## src/rtl/clkcfg_pkg.sv

```systemverilog
package clkcfg_pkg;
  localparam int ADDR_W = 6;
  localparam int DATA_W = 16;
  localparam int SEL_W  = 2;
  localparam int MULT_W = 4;
  localparam int CNT_W  = 8;
  localparam int PRE_W  = 8;
  localparam int NSRC   = 1 << SEL_W;

  localparam logic [ADDR_W-1:0] A_OSC   = 6'h08;
  localparam logic [ADDR_W-1:0] A_PLL   = 6'h0C;
  localparam logic [ADDR_W-1:0] A_MUL   = 6'h10;
  localparam logic [ADDR_W-1:0] A_WAIT  = 6'h14;
  localparam logic [ADDR_W-1:0] A_STAT  = 6'h20;
  localparam logic [ADDR_W-1:0] A_KEY   = 6'h24;
  localparam logic [ADDR_W-1:0] A_GUARD_LAST = 6'h14;

  localparam logic [DATA_W-1:0] UNLOCK_KEY = 16'h0096;
  localparam logic [SEL_W-1:0]  SEL_PLL    = 2'd3;

  typedef struct packed {
    logic              ls;
    logic              hs;
    logic [SEL_W-1:0]  sel;
    logic              pll;
    logic [MULT_W-1:0] mult;
    logic [CNT_W-1:0]  wcnt;
    logic              fast;
  } cfg_t;
endpackage

```

## src/rtl/clkcfg_lock.sv

```systemverilog
module clkcfg_lock
  import clkcfg_pkg::*;
(
  input  logic              clk,
  input  logic              rst_n,
  input  logic              wr,
  input  logic [ADDR_W-1:0] addr,
  input  logic [DATA_W-1:0] wdata,
  output logic              unlocked
);
  logic key_wr;
  assign key_wr = wr && (addr == A_KEY);

  always_ff @(posedge clk or negedge rst_n) begin
    if (!rst_n)      unlocked <= 1'b0;
    else if (key_wr) unlocked <= (wdata == UNLOCK_KEY);
  end


  key_opens_chk: assert property (@(posedge clk) disable iff (!rst_n)
    (key_wr && wdata == UNLOCK_KEY) |=> unlocked);

  other_closes_chk: assert property (@(posedge clk) disable iff (!rst_n)
    (key_wr && wdata != UNLOCK_KEY) |=> !unlocked);

  lock_persists_chk: assert property (@(posedge clk) disable iff (!rst_n)
    !key_wr |=> $stable(unlocked));
endmodule

```

## src/rtl/clkcfg_bank.sv

```systemverilog
module clkcfg_bank
  import clkcfg_pkg::*;
(
  input  logic              clk,
  input  logic              rst_n,
  input  logic              wr,
  input  logic [ADDR_W-1:0] addr,
  input  logic [DATA_W-1:0] wdata,
  input  logic              unlocked,
  output cfg_t              cfg,
  output logic              reject,
  output logic [DATA_W-1:0] rdata
);
  logic guard_hit, pll_busy, lock_viol, pll_viol, wr_ok;

  assign guard_hit = wr && (addr <= A_GUARD_LAST);
  assign pll_busy  = cfg.pll || (cfg.sel == SEL_PLL);
  assign wr_ok     = guard_hit && unlocked;
  assign lock_viol = guard_hit && !unlocked;
  assign pll_viol  = wr_ok && (addr == A_MUL) && pll_busy;

  always_ff @(posedge clk or negedge rst_n) begin
    if (!rst_n) begin
      cfg.ls   <= 1'b1;
      cfg.hs   <= 1'b1;
      cfg.sel  <= '0;
      cfg.pll  <= 1'b0;
      cfg.mult <= '0;
      cfg.wcnt <= '1;
      cfg.fast <= 1'b0;
    end else if (wr_ok) begin
      case (addr)
        A_OSC: begin
          cfg.ls  <= wdata[0];
          cfg.hs  <= wdata[1];
          cfg.sel <= wdata[2 +: SEL_W];
        end
        A_PLL:  cfg.pll <= wdata[0];
        A_MUL:  if (!pll_busy) cfg.mult <= wdata[MULT_W-1:0];
        A_WAIT: begin
          cfg.wcnt <= wdata[8 +: CNT_W];
          cfg.fast <= wdata[2];
        end
        default: ;
      endcase
    end
  end

  always_ff @(posedge clk or negedge rst_n) begin
    if (!rst_n)                                   reject <= 1'b0;
    else if (lock_viol || pll_viol)               reject <= 1'b1;
    else if (wr && addr == A_STAT && wdata[0])    reject <= 1'b0;
  end

  always_comb begin
    rdata = '0;
    case (addr)
      A_OSC:  rdata[2 + SEL_W - 1:0] = {cfg.sel, cfg.hs, cfg.ls};
      A_PLL:  rdata[0] = cfg.pll;
      A_MUL:  rdata[MULT_W-1:0] = cfg.mult;
      A_WAIT: begin
        rdata[8 +: CNT_W] = cfg.wcnt;
        rdata[2]          = cfg.fast;
      end
      A_STAT: rdata[0] = reject;
      A_KEY:  rdata[0] = unlocked;
      default: ;
    endcase
  end


  locked_hold_chk: assert property (@(posedge clk) disable iff (!rst_n)
    (guard_hit && !unlocked) |=> $stable(cfg));

  mult_frozen_chk: assert property (@(posedge clk) disable iff (!rst_n)
    (wr && addr == A_MUL && (cfg.pll || cfg.sel == SEL_PLL)) |=> $stable(cfg.mult));

  reject_sets_chk: assert property (@(posedge clk) disable iff (!rst_n)
    (lock_viol || pll_viol) |=> reject);
endmodule

```

## src/rtl/clkcfg_wait.sv

```systemverilog
module clkcfg_wait
  import clkcfg_pkg::*;
(
  input  logic             clk,
  input  logic             rst_n,
  input  logic             wake,
  input  logic [CNT_W-1:0] load,
  input  logic             fast,
  input  logic             tick_in,
  output logic             ready
);
  logic             waiting;
  logic [CNT_W-1:0] rem;
  logic [PRE_W-1:0] pre;
  logic             step;

  assign step  = fast || (pre == '1);
  assign ready = !waiting;

  always_ff @(posedge clk or negedge rst_n) begin
    if (!rst_n) begin
      waiting <= 1'b0;
      rem     <= '0;
      pre     <= '0;
    end else if (wake) begin
      waiting <= (load != '0);
      rem     <= load;
      pre     <= '0;
    end else if (waiting && tick_in) begin
      if (!fast) pre <= pre + 1'b1;
      if (step) begin
        rem <= rem - 1'b1;
        if (rem == CNT_W'(1)) waiting <= 1'b0;
      end
    end
  end


  wake_busy_chk: assert property (@(posedge clk) disable iff (!rst_n)
    (wake && load != '0) |=> !ready);

  wake_zero_chk: assert property (@(posedge clk) disable iff (!rst_n)
    (wake && load == '0) |=> ready);

  rem_monotone_chk: assert property (@(posedge clk) disable iff (!rst_n)
    !wake |=> (rem <= $past(rem)));
endmodule

```

## src/rtl/clkcfg_guard.sv

```systemverilog
module clkcfg_guard
  import clkcfg_pkg::*;
(
  input  logic              clk,
  input  logic              rst_n,
  input  logic              bus_wr,
  input  logic [ADDR_W-1:0] bus_addr,
  input  logic [DATA_W-1:0] bus_wdata,
  output logic [DATA_W-1:0] bus_rdata,
  input  logic              wake,
  input  logic [NSRC-1:0]   src_tick,
  output logic              ls_osc_en,
  output logic              hs_osc_en,
  output logic [SEL_W-1:0]  src_sel,
  output logic              pll_pwr,
  output logic [MULT_W-1:0] pll_mult,
  output logic              reject_flag,
  output logic              clock_ready
);
  logic unlocked;
  cfg_t cfg;
  logic sel_tick;

  clkcfg_lock u_lock (
    .clk(clk), .rst_n(rst_n), .wr(bus_wr), .addr(bus_addr),
    .wdata(bus_wdata), .unlocked(unlocked)
  );

  clkcfg_bank u_bank (
    .clk(clk), .rst_n(rst_n), .wr(bus_wr), .addr(bus_addr),
    .wdata(bus_wdata), .unlocked(unlocked), .cfg(cfg),
    .reject(reject_flag), .rdata(bus_rdata)
  );

  assign sel_tick = src_tick[cfg.sel];

  clkcfg_wait u_wait (
    .clk(clk), .rst_n(rst_n), .wake(wake), .load(cfg.wcnt),
    .fast(cfg.fast), .tick_in(sel_tick), .ready(clock_ready)
  );

  assign ls_osc_en = cfg.ls;
  assign hs_osc_en = cfg.hs;
  assign src_sel   = cfg.sel;
  assign pll_pwr   = cfg.pll;
  assign pll_mult  = cfg.mult;
endmodule

```

## config.mk

```make
export PLATFORM = sky130hd
export DESIGN_NAME = clkcfg_guard
export DESIGN_NICKNAME = d
export VERILOG_FILES = /design/src/rtl/clkcfg_pkg.sv /design/src/rtl/clkcfg_lock.sv /design/src/rtl/clkcfg_bank.sv /design/src/rtl/clkcfg_wait.sv /design/src/rtl/clkcfg_guard.sv
export SDC_FILE = /design/constraint.sdc
export NUM_CORES = 1
export LEC_CHECK = 0
export BUFFER_PORTS_ARGS = -buffer_cell sky130_fd_sc_hd__clkbuf_2
export CORE_AREA = 2 2 54 106
export DETAILED_ROUTE_END_ITERATION = 7
export DIE_AREA = 0 0 56 108
export PLACE_DENSITY = 0.7
export SLEW_MARGIN = 0
export SYNTH_ARGS = -nofsm -noshare
export SYNTH_HDL_FRONTEND = slang
export SYNTH_SLANG_ARGS = --single-unit
```

## constraint.sdc

```tcl
create_clock -name clk -period 2.3 [get_ports clk]
set_input_delay 0.69 -clock clk [delete_from_list [all_inputs] [get_ports clk]]
set_output_delay 0.69 -clock clk [all_outputs]
set_load 0.02 [all_outputs]
```

# After elaboration in Yosys (flattened, before gate mapping)
# Index checks and enable logic that the tools add are counted.
# Widths: inputs -> output; s select.
# op_classes
n_eq_ne	11
bitwise_logic	1
n_mux	19
add_sub_neg	2
n_reduce_logical	26
magnitude_cmp	2
# ops
cell	count
$mux 8	7
$eq 16x8->1 const B	1
$eq 6x4->1 const B	2
$eq 6x5->1 const B	2
$eq 6x6->1 const B	2
$reduce_and 2->1	5
$logic_and 1x1->1	9
$add 8x1->8 const B	1
$eq 8x1->1 const B	1
$eq 8x8->1 const B	1
$reduce_bool 2->1	4
$reduce_bool 8->1	1
$sub 8x1->8 const B	1
$mux 1	7
$le 6x5->1 const B	1
$reduce_and 3->1	2
$pmux 1 s5	1
$pmux 1 s2	2
$logic_or 1x1->1	3
$lt 2x3->1 const B	1
$pmux 1 s3	1
$bmux 1 s2	1
$eq 2x2->1 const B	1
$logic_not 1->1	2
other kinds (2)	2
# totals
word_cells	73
output_inout_bits	27
reg_bits	37
input_bits	30

# Logic depth before layout (Yosys ltp)
# Gate-level depths: netlist of run 1.
# depth
ltp_word	7
depth_mapped	6
ltp_nobuf	6

# Cells and area by module
# A second synthesis of run 1 with hierarchy kept.
# unflattened
cells_unflattened	200
area_unflattened_um2	2145.8
# by_module_without_submodules
module	area_each_um2	cells_each	seq_area_each_um2	n_inst
clkcfg_bank	1043.5	87	488.0	1
clkcfg_wait	967.2	101	425.4	1
clkcfg_lock	112.6	11	25.0	1
clkcfg_guard	22.5	1	0.0	1

# Worst setup path after synthesis of run 1
# Ideal clock, no wire load.
# synth_timing
path_type	input to output
startpoint	in bus_addr[1]
endpoint	out bus_rdata[1]
arrival_ns	1.781
slack_ns	-0.171
required_ns	1.610
path_stages	4
n_path_buf	1
cell_sequence	nor4b_1 clkbuf_1 and2_1 a22o_1
# synth_between
elab_chain_cells	2
elab_cells_between_ends	3
classes_between	eq/ne (2); mux (1)
# synth_lines
element	line	text
start, declared	clkcfg_guard.sv:7	input logic [ADDR_W-1:0] bus_addr,
$eq 6x5->1 or $eq 6x4->1 (tied branches)	clkcfg_bank.sv:57	case (addr)
$pmux 1 s2 *	clkcfg_bank.sv:57	
end, declared	clkcfg_guard.sv:9	output logic [DATA_W-1:0] bus_rdata,
# Every way passes the cells marked *; elsewhere a longest branch is shown, timed or not.

# Final worst setup path of run 1
# layout_timing
startpoint	in bus_addr[2]
endpoint	out bus_rdata[0]
# layout_between
elab_chain_cells	2
elab_cells_between_ends	6
classes_between	eq/ne (5); mux (1)
# layout_lines
element	line
$eq 6x6->1, or another cell as far along	clkcfg_bank.sv:57
$pmux 1 s5 *	clkcfg_bank.sv:57
# Marked as above.

==> flow_summary.yaml, run 1 <==
status:
  status: "finished, violations left"
  violations: "negative setup slack"
route:
  wirelength_um: 6340
  ant_nets: 0
  drc: 0
  via_per_inst: 6.06
  dr.pass1.iters: 4
  vias: 2104
  drt_iter0_drc: 70
  routedWlPerCell_um: 18.3
critical_path:
  cp_max_fo: 2
  startpoint: "bus_addr[2]"
  cp.depth: 6
  start_kind: "primary input"
  crit_arrival_ns: 1.94
  slowest_stage: "a222oi_1"
  rrSetupSlack_ns: 0.44
  cp_cell_sequence: "buf_6 -> mux2_4 -> a32o_1 -> a222oi_1 -> inv_1 -> buf_6"
  rr_worst_depth: 4
  endpoint: "bus_rdata[0]"
  r2r_start: "u_bank.cfg[14]"
  critPathKind: "in2out"
  slowest_delay_ns: 0.36
  endpoint_kind: "output pin"
  critPathTopFamily: "compound AO/OA/AOI/OAI gates"
  crit_required_ns: 1.61
  crit_path_frequent_cell: "buf_6"
  path_buf_inv: 3
  r2r_end: "u_wait.pre[7]"
synthesis:
  synthDistinctLibCells: 51
  synth-edff-count: 0
  ys_seq_area_frac: 0.416
  yosysTopAreaCellShare: 0.299
  synthCells: 225
  avgSynthCellArea_um2: 10.0
  yosysTopAreaCell: "dfrtp_1"
  async_flop_share: 1.00
  yosysWarnings: 0
  netlist_top_cells_area: "dfrtp_1 (30%), dfstp_2 (12%), mux2_2 (10%)"
  synthesis.area_mm2: 0.00226
  synth-seq-cells: 37
  ys.flop_type: "dfrtp_1"
timing:
  worst_pin_slew_ns: 0.610
  max_freq_ghz: 0.381
  slew_headroom: 0.588
  drv_slew: 0
  setup_viol: 12
  post-route-worst-setup-slack_ns: -0.326
  holdWs_ns: 0.428
  finalSetupTns_ns: -1.05
  fin_crit_ns: 2.63
  clock_skew_ns: 0.00847
  rsz0062_at_grt: "yes"
  fin_crit_sh: 1.14
  hold_viol: 0
floorplanning:
  die_width_um: 56
  num_rows: 37
  die_h_um: 108
  fp.coreArea_mm2: 0.00518
  initial_core_util: 0.435
  io-pin-count: 57
  die_area_mm2: 0.00605
finish:
  final_common_cell: "clkbuf_2"
  num-fill-cells: 469
  diodes: 0
  syn_to_final_growth_pct: 30.7
  final_util: 0.569
  layout_common_cells: "clkbuf_2 (36), dfrtp_1 (27), mux2_2 (20)"
  design_area_mm2: 0.00295
  nets: 321
  drive_gt1_frac: 0.467
global_routing:
  grt_usage: 0.217
  grt_pass1_vias: 2147
  overflow: 0
  grt_max_degree: 38
  antenna_found_initial: 0
  grt_pass1_wl_um: 10200
min_path:
  holdCritPathClass: "in2async"
pwr:
  totalPowerFinal_mw: 1.30
  power.density_mw_per_mm2: 442
  vdd_drop_max_v: 0.000574
  p_leak_nw: 1.31
cts:
  root_buffer: "clkbuf_8"
  clock_sinks: 37
  clock_path_buffers: 2
  clkLatencyLatePin_ns: 0.29
  ctsHtreeMaxLevel: 2
  cts_buffers: 5
  cts_tree: "yes"
  path_clk_slew_ns: 0.08
place:
  dpl_cell_area_mm2: 0.00261
  dp_hpwl_um: 4450
  gp_congestion: 0.871
  io_buffers: 52
run:
  maxCapViolCount: 0
synthesized netlist by cell type (all sizes together) (2+ instances only):
library cell   n
nor3           6
o311ai         2
mux2i          2
ha             3
a41o           2
nor4           5
o31ai         10
dfstp         10
inv            8
nand4          6
nand3          9
nand2          9
or2            2
nand2b         2
clkbuf         5
buf           13
a21oi          9
nor2b          5
o21ai          6
or4            8
a22o           2
a31oi          5
mux2          21
nor4b          2
or3            5
and3          10
o211ai         2
nor4bb         2
nor2          12
dfrtp         27
layout make-up:
class / instances / area, um2 / area share
Clock inverter: 2 / 10.0 / 0.00339
Timing Repair Buffer: 73 / 581 / 0.197
Clock buffer: 6 / 72.6 / 0.0246
Inverter: 8 / 30.0 / 0.0102
Multi-Input combinational cell: 163 / 1250 / 0.422
Tap cell: 58 / 72.6 / 0.0246
Sequential cell: 37 / 938 / 0.318
through the flow:
step / setup slack, ns / cells
6_report: -0.326 / 347
3_3_place_gp: -0.201 / 336
3_5_place_dp: -0.215 / 336
2_1_floorplan: 0.00254 / 228
4_1_cts: -0.218 / 347
5_1_grt: -0.388 / 347
what timing repair did:
item / CTS / global route
endpoints found under the setup margin: 12 / 12
gates cloned: 1 / 0
resized for setup: 34 / 31
setup buffers: 2 / 0
pin swaps: 8 / 10
hold buffers: 0 / 0
metal layers:
metal	GRT usage	up-vias	wire, um	share of wire
li1	-	968	-	-
met1	0.223	1044	2180	0.34
met2	0.412	70	3730	0.59
met3	0.0227	22	172	0.027
met4	0.124	0	260	0.041
met5	0	-	0	0
state kept, by name (all words and copies together), names as in the netlist:
| name | flops |
|---|---|
| u_wait.rem | 8 |
| u_wait.pre | 8 |
| u_bank.cfg | 18 |
| u_wait.waiting | 1 |
| u_lock.unlocked | 1 |
| u_bank.reject | 1 |
logic make-up (layout without fill, tap and decap cells):
| group | after synthesis | count (layout) | synth area share |
|---|---|---|---|
| multiplexers | 23 | 23 | 0.114 |
| other | 1 | 4 | 0.00166 |
| buffers and inverters | 28 | 89 | 0.0815 |
| flip-flops | 37 | 37 | 0.416 |
| AO/OA/AOI/OAI | 46 | 46 | 0.142 |
| adder cells (fa/ha/maj) | 3 | 3 | 0.0166 |
| AND/OR/NAND/NOR | 87 | 87 | 0.229 |
power by group:
part,internal [mW],switching (mW)
sequential,0.661,0.0138
combinational,0.0765,0.100
clock,0.210,0.242
total,0.948,0.356
worst min-delay path by stage:
stage	to	startpoint	slack, ns
after detailed placement	u_wait.rem[1]	u_bank.cfg[2]	0.53
after floorplan	u_bank.cfg[0]	rst_n	0.39
after global placement	u_bank.cfg[9]	u_bank.cfg[9]	0.53
final	u_wait.rem[0]	rst_n	0.43
after CTS	u_wait.pre[6]	rst_n	0.44
after global routing	u_wait.rem[7]	rst_n	0.48
(Power assumes the default switching activity.)
==> inputs of run 2 (changes only) <==
Settings changed: CTS_CLUSTER_DIAMETER from default to 80, PLACE_DENSITY 0.7 to default, PLACE_DENSITY_LB_ADDON from default to 0.3.
==> run 2 against run 1 <==
The run still ends with negative setup slack left. Via count decreased by 1.9%. Wire length decreased by 7.1%. Highest routed layer unchanged. Critical path depth unchanged. Critical path type unchanged. Power increased by 3.2%. Global-route usage decreased by 1.8 points. Largest cell class unchanged.
==> flow_summary.yaml, run 2 (same netlist as run 1, synthesis figures left out) <==
floorplanning:
  die_width_um: 56
  io-pin-count: 57
  initial_core_util: 0.435
  die_h_um: 108
  die_area_mm2: 0.00605
  fp.coreArea_mm2: 0.00518
  num_rows: 37
timing:
  fin_crit_ns: 2.50
  worst_pin_slew_ns: 0.971
  finalSetupTns_ns: -1.10
  fin_crit_sh: 1.09
  slew_headroom: 0.344
  clock_skew_ns: 0.00402
  post-route-worst-setup-slack_ns: -0.202
  rsz0062_at_grt: "yes"
  max_freq_ghz: 0.400
  holdWs_ns: 0.432
  hold_viol: 0
  setup_viol: 12
  drv_slew: 0
critical_path:
  endpoint: "bus_rdata[0]"
  cp_cell_sequence: "buf_8 -> mux2_4 -> a32o_2 -> a222oi_1 -> inv_1 -> clkbuf_8"
  r2r_start: "u_wait.pre[3]"
  slowest_delay_ns: 0.29
  critPathKind: "in2out"
  r2r_end: "u_wait.rem[4]"
  cp_max_fo: 4
  slowest_stage: "mux2_4"
  crit_required_ns: 1.61
  rrSetupSlack_ns: 0.30
  startpoint: "bus_addr[2]"
  endpoint_kind: "output pin"
  start_kind: "primary input"
  rr_worst_depth: 4
  crit_arrival_ns: 1.81
global_routing:
  grt_pass1_wl_um: 9450
  overflow: 0
  antenna_found_initial: 0
  grt_usage: 0.199
  grt_max_degree: 38
  grt_pass1_vias: 2014
place:
  place_inst: 333
  dp_hpwl_um: 4140
  io_buffers: 52
  post-place-ws_ns: -0.240
  gp_congestion: 0.846
finish:
  syn_to_final_growth_pct: 30.5
  final_cells: 346
  top_register: "u_bank.cfg"
  layout_common_cells: "clkbuf_2 (36), dfrtp_1 (27), mux2_2 (20)"
  largest_register_ffs: 18
  drive_gt1_frac: 0.469
  final_common_cell: "clkbuf_2"
  largestRegisters: "u_bank.cfg: 18 flops, u_wait.pre: 8 flops, u_wait.rem: 8 flops"
  nets: 320
  diodes: 0
cts:
  root_buffer: "clkbuf_8"
  cts_tree: "yes"
  clkLatencyLatePin_ns: 0.29
  cts_buffers: 5
  ctsHtreeMaxLevel: 2
  clock_sinks: 37
  path_clk_slew_ns: 0.08
  clock_path_buffers: 2
route:
  drt_iter0_drc: 75
  routedWlPerCell_um: 17.0
  dr.pass1.iters: 4
  wirelength_um: 5890
  via_per_inst: 5.97
  vias: 2064
  drc: 0
  ant_nets: 0
min_path:
  holdCritPathClass: "in2async"
status:
  violations: "negative setup slack"
  status: "finished, violations left"
pwr:
  p_leak_nw: 1.31
  vdd_drop_max_v: 0.000391
  power.density_mw_per_mm2: 457
run:
  maxCapViolCount: 0
run 2: where the power goes:
group / internal, mW / switching (mW)
clock network: 0.271 / 0.232
registers: 0.662 / 0.0133
logic: 0.0722 / 0.0958
total: 1.00 / 0.341
run 2: worst max-delay path, delay by kind of cell:
| kind | cells | cell delay, ns |
|---|---|---|
| buf+inv | 3 | 0.34 |
| compound gates | 2 | 0.49 |
| mux | 1 | 0.29 |
run 2: worst min path at each step:
stage                   start  slack, ns              end
2_1_floorplan           rst_n       0.39    u_bank.cfg[0]
3_3_place_gp   u_bank.cfg[10]       0.52   u_bank.cfg[10]
3_5_place_dp   u_bank.cfg[10]       0.52   u_bank.cfg[10]
4_1_cts                 rst_n       0.47  u_lock.unlocked
5_1_grt                 rst_n       0.50    u_wait.rem[2]
6_report                rst_n       0.43    u_wait.rem[2]
run 2: repair_timing:
| item | 4_1_cts | 5_1_grt |
|---|---|---|
| resized for setup | 42 | 17 |
| pin swaps | 11 | 9 |
| endpoints found under the setup margin | 12 | 12 |
| hold buffers | 0 | 0 |
| gates cloned | 1 | 0 |
| buffers inserted | 3 | 1 |
run 2: layer usage:
| metal | vias to the layer above | wire [um] | GRT usage |
|---|---|---|---|
| met5 | - | 0 | 0 |
| met4 | 0 | 154 | 0.0867 |
| met3 | 14 | 155 | 0.0239 |
| met2 | 50 | 3420 | 0.383 |
| met1 | 1028 | 2170 | 0.210 |
| li1 | 972 | - | - |
run 2: metrics by stage:
step / total power [mW] / util / instance area, um2
final: 1.35 / 0.568 / 2950
after global routing: 1.39 / 0.568 / 2950
after CTS: 1.35 / 0.561 / 2910
after detailed placement: 0.838 / 0.498 / 2580
after global placement: 0.835 / 0.498 / 2580
after floorplan: 0.766 / - / 2290
run 2: cell type report:
class,instances,area [um2]
sequential,37,938
timing repair buffer,72,558
tap,58,72.6
clock inverter,1,5.00
fill,447,2240
inverter,8,30.0
multi-input combinational,163,1250
clock buffer,7,96.3
==> inputs of run 3 (changes only) <==
Settings changed: CORE_AREA 2 2 54 106 to 2 2 52 103, DIE_AREA 0 0 56 108 to 0 0 54 105, SYNTH_HIERARCHICAL from default to 1.
Clock period 2.3 ns to 3 ns, I/O delays scaled along.
==> run 3 against run 2 <==
The flow now finishes without violations. Sequential power fell by 25%. Design area decreased by 11%. Power down 27%. Global-route usage grew 0.52 points. Count of clock-buffer cells in the layout is the same. Clock skew grew 0.0026 ns. Register-to-register slack better by 0.46 ns. Critical endpoint is now bus_rdata[2]. Highest routed layer unchanged.
==> flow_summary.yaml, run 3 <==
status:
  status: "completed"
synthesis:
  synth-seq-cells: 37
  synth.most_common_cell: "dfrtp_1"
  synthTopCellsByCount: "dfrtp_1 (27), mux2_2 (19), nor2_1 (17), and3_1 (11), dfstp_2 (10)"
  ys_seq_area_frac: 0.437
  synthAdderAreaFrac: 0.0175
  synth_top_family_by_area: "simple AND/OR/NAND/NOR gates"
  avgSynthCellArea_um2: 10.7
  yosysTopAreaCellShare: 0.315
  synth_compound_area_frac: 0.111
  synthSimpleGateAreaFrac: 0.257
  async_flop_share: 1.00
  synthDistinctLibCells: 54
  synthCells: 200
  synth-edff-count: 0
  yosysTopAreaCell: "dfrtp_1"
  netlist_top_cells_area: "dfrtp_1 (31%), dfstp_2 (12%), mux2_2 (10%)"
  synthMuxAreaShare: 0.110
  synth_xor_area_frac: 0.0286
  ys.flop_type: "dfrtp_1"
  synthesis.area_mm2: 0.00215
  yosysWarnings: 6
critical_path:
  crit_required_ns: 2.10
  critPathKind: "in2out"
  endpoint_kind: "output pin"
  rrSetupSlack_ns: 0.76
  rr_worst_depth: 4
  cp_max_fo: 5
  crit_arrival_ns: 1.98
  startpoint: "bus_addr[3]"
  endpoint: "bus_rdata[2]"
  r2r_start: "u_wait/pre[3]"
  r2r_end: "u_wait/rem[3]"
  start_kind: "primary input"
finish:
  syn_to_final_growth_pct: 21.6
  largest_register_ffs: 18
  largestRegisters: "u_bank/cfg: 18 flops, u_wait/pre: 8 flops, u_wait/rem: 8 flops"
  final_common_cell: "clkbuf_2"
  final_cells: 319
  drive_gt1_frac: 0.439
  nets: 294
  design_area_mm2: 0.00261
  layout_common_cells: "clkbuf_2 (52), dfrtp_1 (27), mux2_2 (19)"
  final_util: 0.536
  top_register: "u_bank/cfg"
  diodes: 0
cts:
  path_clk_slew_ns: 0.08
  cts.repair.resized: 0
  clkLatencyLatePin_ns: 0.29
  clock_path_buffers: 2
  cts_tree: "yes"
  clock_sinks: 37
  post-cts-setup-buffers: 0
  ctsHtreeMaxLevel: 2
  cts_hold_buf: 0
  cts_buffers: 5
  root_buffer: "clkbuf_8"
floorplanning:
  die_h_um: 105
  initial_core_util: 0.441
  io-pin-count: 57
  die_area_mm2: 0.00567
  die_width_um: 54
  num_rows: 36
  fp.coreArea_mm2: 0.00486
global_routing:
  grt_usage: 0.204
  use_met3: 0.0214
  top_usage_layer: "met2"
  overflow: 0
  grt_pass1_vias: 1840
  grt_pass1_wl_um: 8590
  grt_max_degree: 38
  grt_use_met1: 0.218
  use_met2: 0.375
  antenna_found_initial: 0
timing:
  rsz0062_at_grt: "no"
  max_freq_ghz: 0.347
  fin_crit_sh: 0.960
  holdWs_ns: 0.540
  drv_slew: 0
  worst_pin_slew_ns: 1.18
  finalSetupTns_ns: 0
  fin_crit_ns: 2.88
  setup_viol: 0
  post-route-worst-setup-slack_ns: 0.119
  hold_viol: 0
  slew_headroom: 0.206
  clock_skew_ns: 0.00666
pwr:
  power.density_mw_per_mm2: 376
  vdd_drop_max_v: 0.000230
  totalPowerFinal_mw: 0.980
  p_leak_nw: 1.29
route:
  vias: 1851
  ant_nets: 0
  dr.pass1.iters: 4
  routedWlPerCell_um: 16.5
  drc: 0
  via_per_inst: 5.80
  wirelength_um: 5260
  drt_iter0_drc: 27
min_path:
  hold_path_depth: 2
  holdCritPathClass: "reg2reg"
place:
  gp_congestion: 0.821
  dp_hpwl_um: 4050
  io_buffers: 52
  post-place-ws_ns: 0.0558
  place_inst: 309
  dpl_cell_area_mm2: 0.00249
run:
  maxCapViolCount: 0
==> run 3: cell type report <==
| type | instances | area [um2] |
|---|---|---|
| Clock buffer | 7 | 96.3 |
| Clock inverter | 1 | 5.00 |
| Fill cell | 465 | 2260 |
| Inverter | 6 | 22.5 |
| Multi-Input combinational cell | 149 | 1140 |
| Sequential cell | 37 | 938 |
| Tap cell | 57 | 71.3 |
| Timing Repair Buffer | 62 | 335 |
==> run 3: routing by layer <==
metal	routed length, um	vias up
met5	0	-
met4	138	0
met3	147	13
met2	3110	46
met1	1860	917
li1	-	875
==> run 3: kinds of logic after synthesis <==
group | count (synthesis)
compound gates | 31
flops | 37
xor+xnor | 7
buf+inv | 17
other cells | 1
mux | 20
simple gates | 84
fa+ha+maj | 3
==> run 3: report_power, final <==
| group | total, mW | switching (mW) | internal [mW] |
|---|---|---|---|
| combinational | 0.0887 | 0.0539 | 0.0349 |
| sequential | 0.507 | 0.00413 | 0.503 |
| clock | 0.384 | 0.176 | 0.208 |
| total | 0.980 | 0.234 | 0.746 |
==> run 3: worst min-delay path by stage <==
stage | start | endpoint | slack, ns
final | u_bank/cfg[3] | u_wait/rem[2] | 0.54
after global routing | u_bank/cfg[6] | u_wait/rem[5] | 0.56
after CTS | u_bank/cfg[3] | u_wait/rem[2] | 0.54
after detailed placement | u_bank/cfg[10] | u_bank/cfg[10] | 0.53
after global placement | u_wait/rem[7] | u_wait/rem[7] | 0.52
after floorplan | u_lock/unlocked | u_lock/unlocked | 0.49
==> run 3: worst max-delay path, cell delays in order <==
cell and delay (ns):
clkbuf_2 0.12, nor3b_1 0.15, buf_4 0.14, and3b_1 0.22, a211o_1 0.30, clkbuf_2 0.15
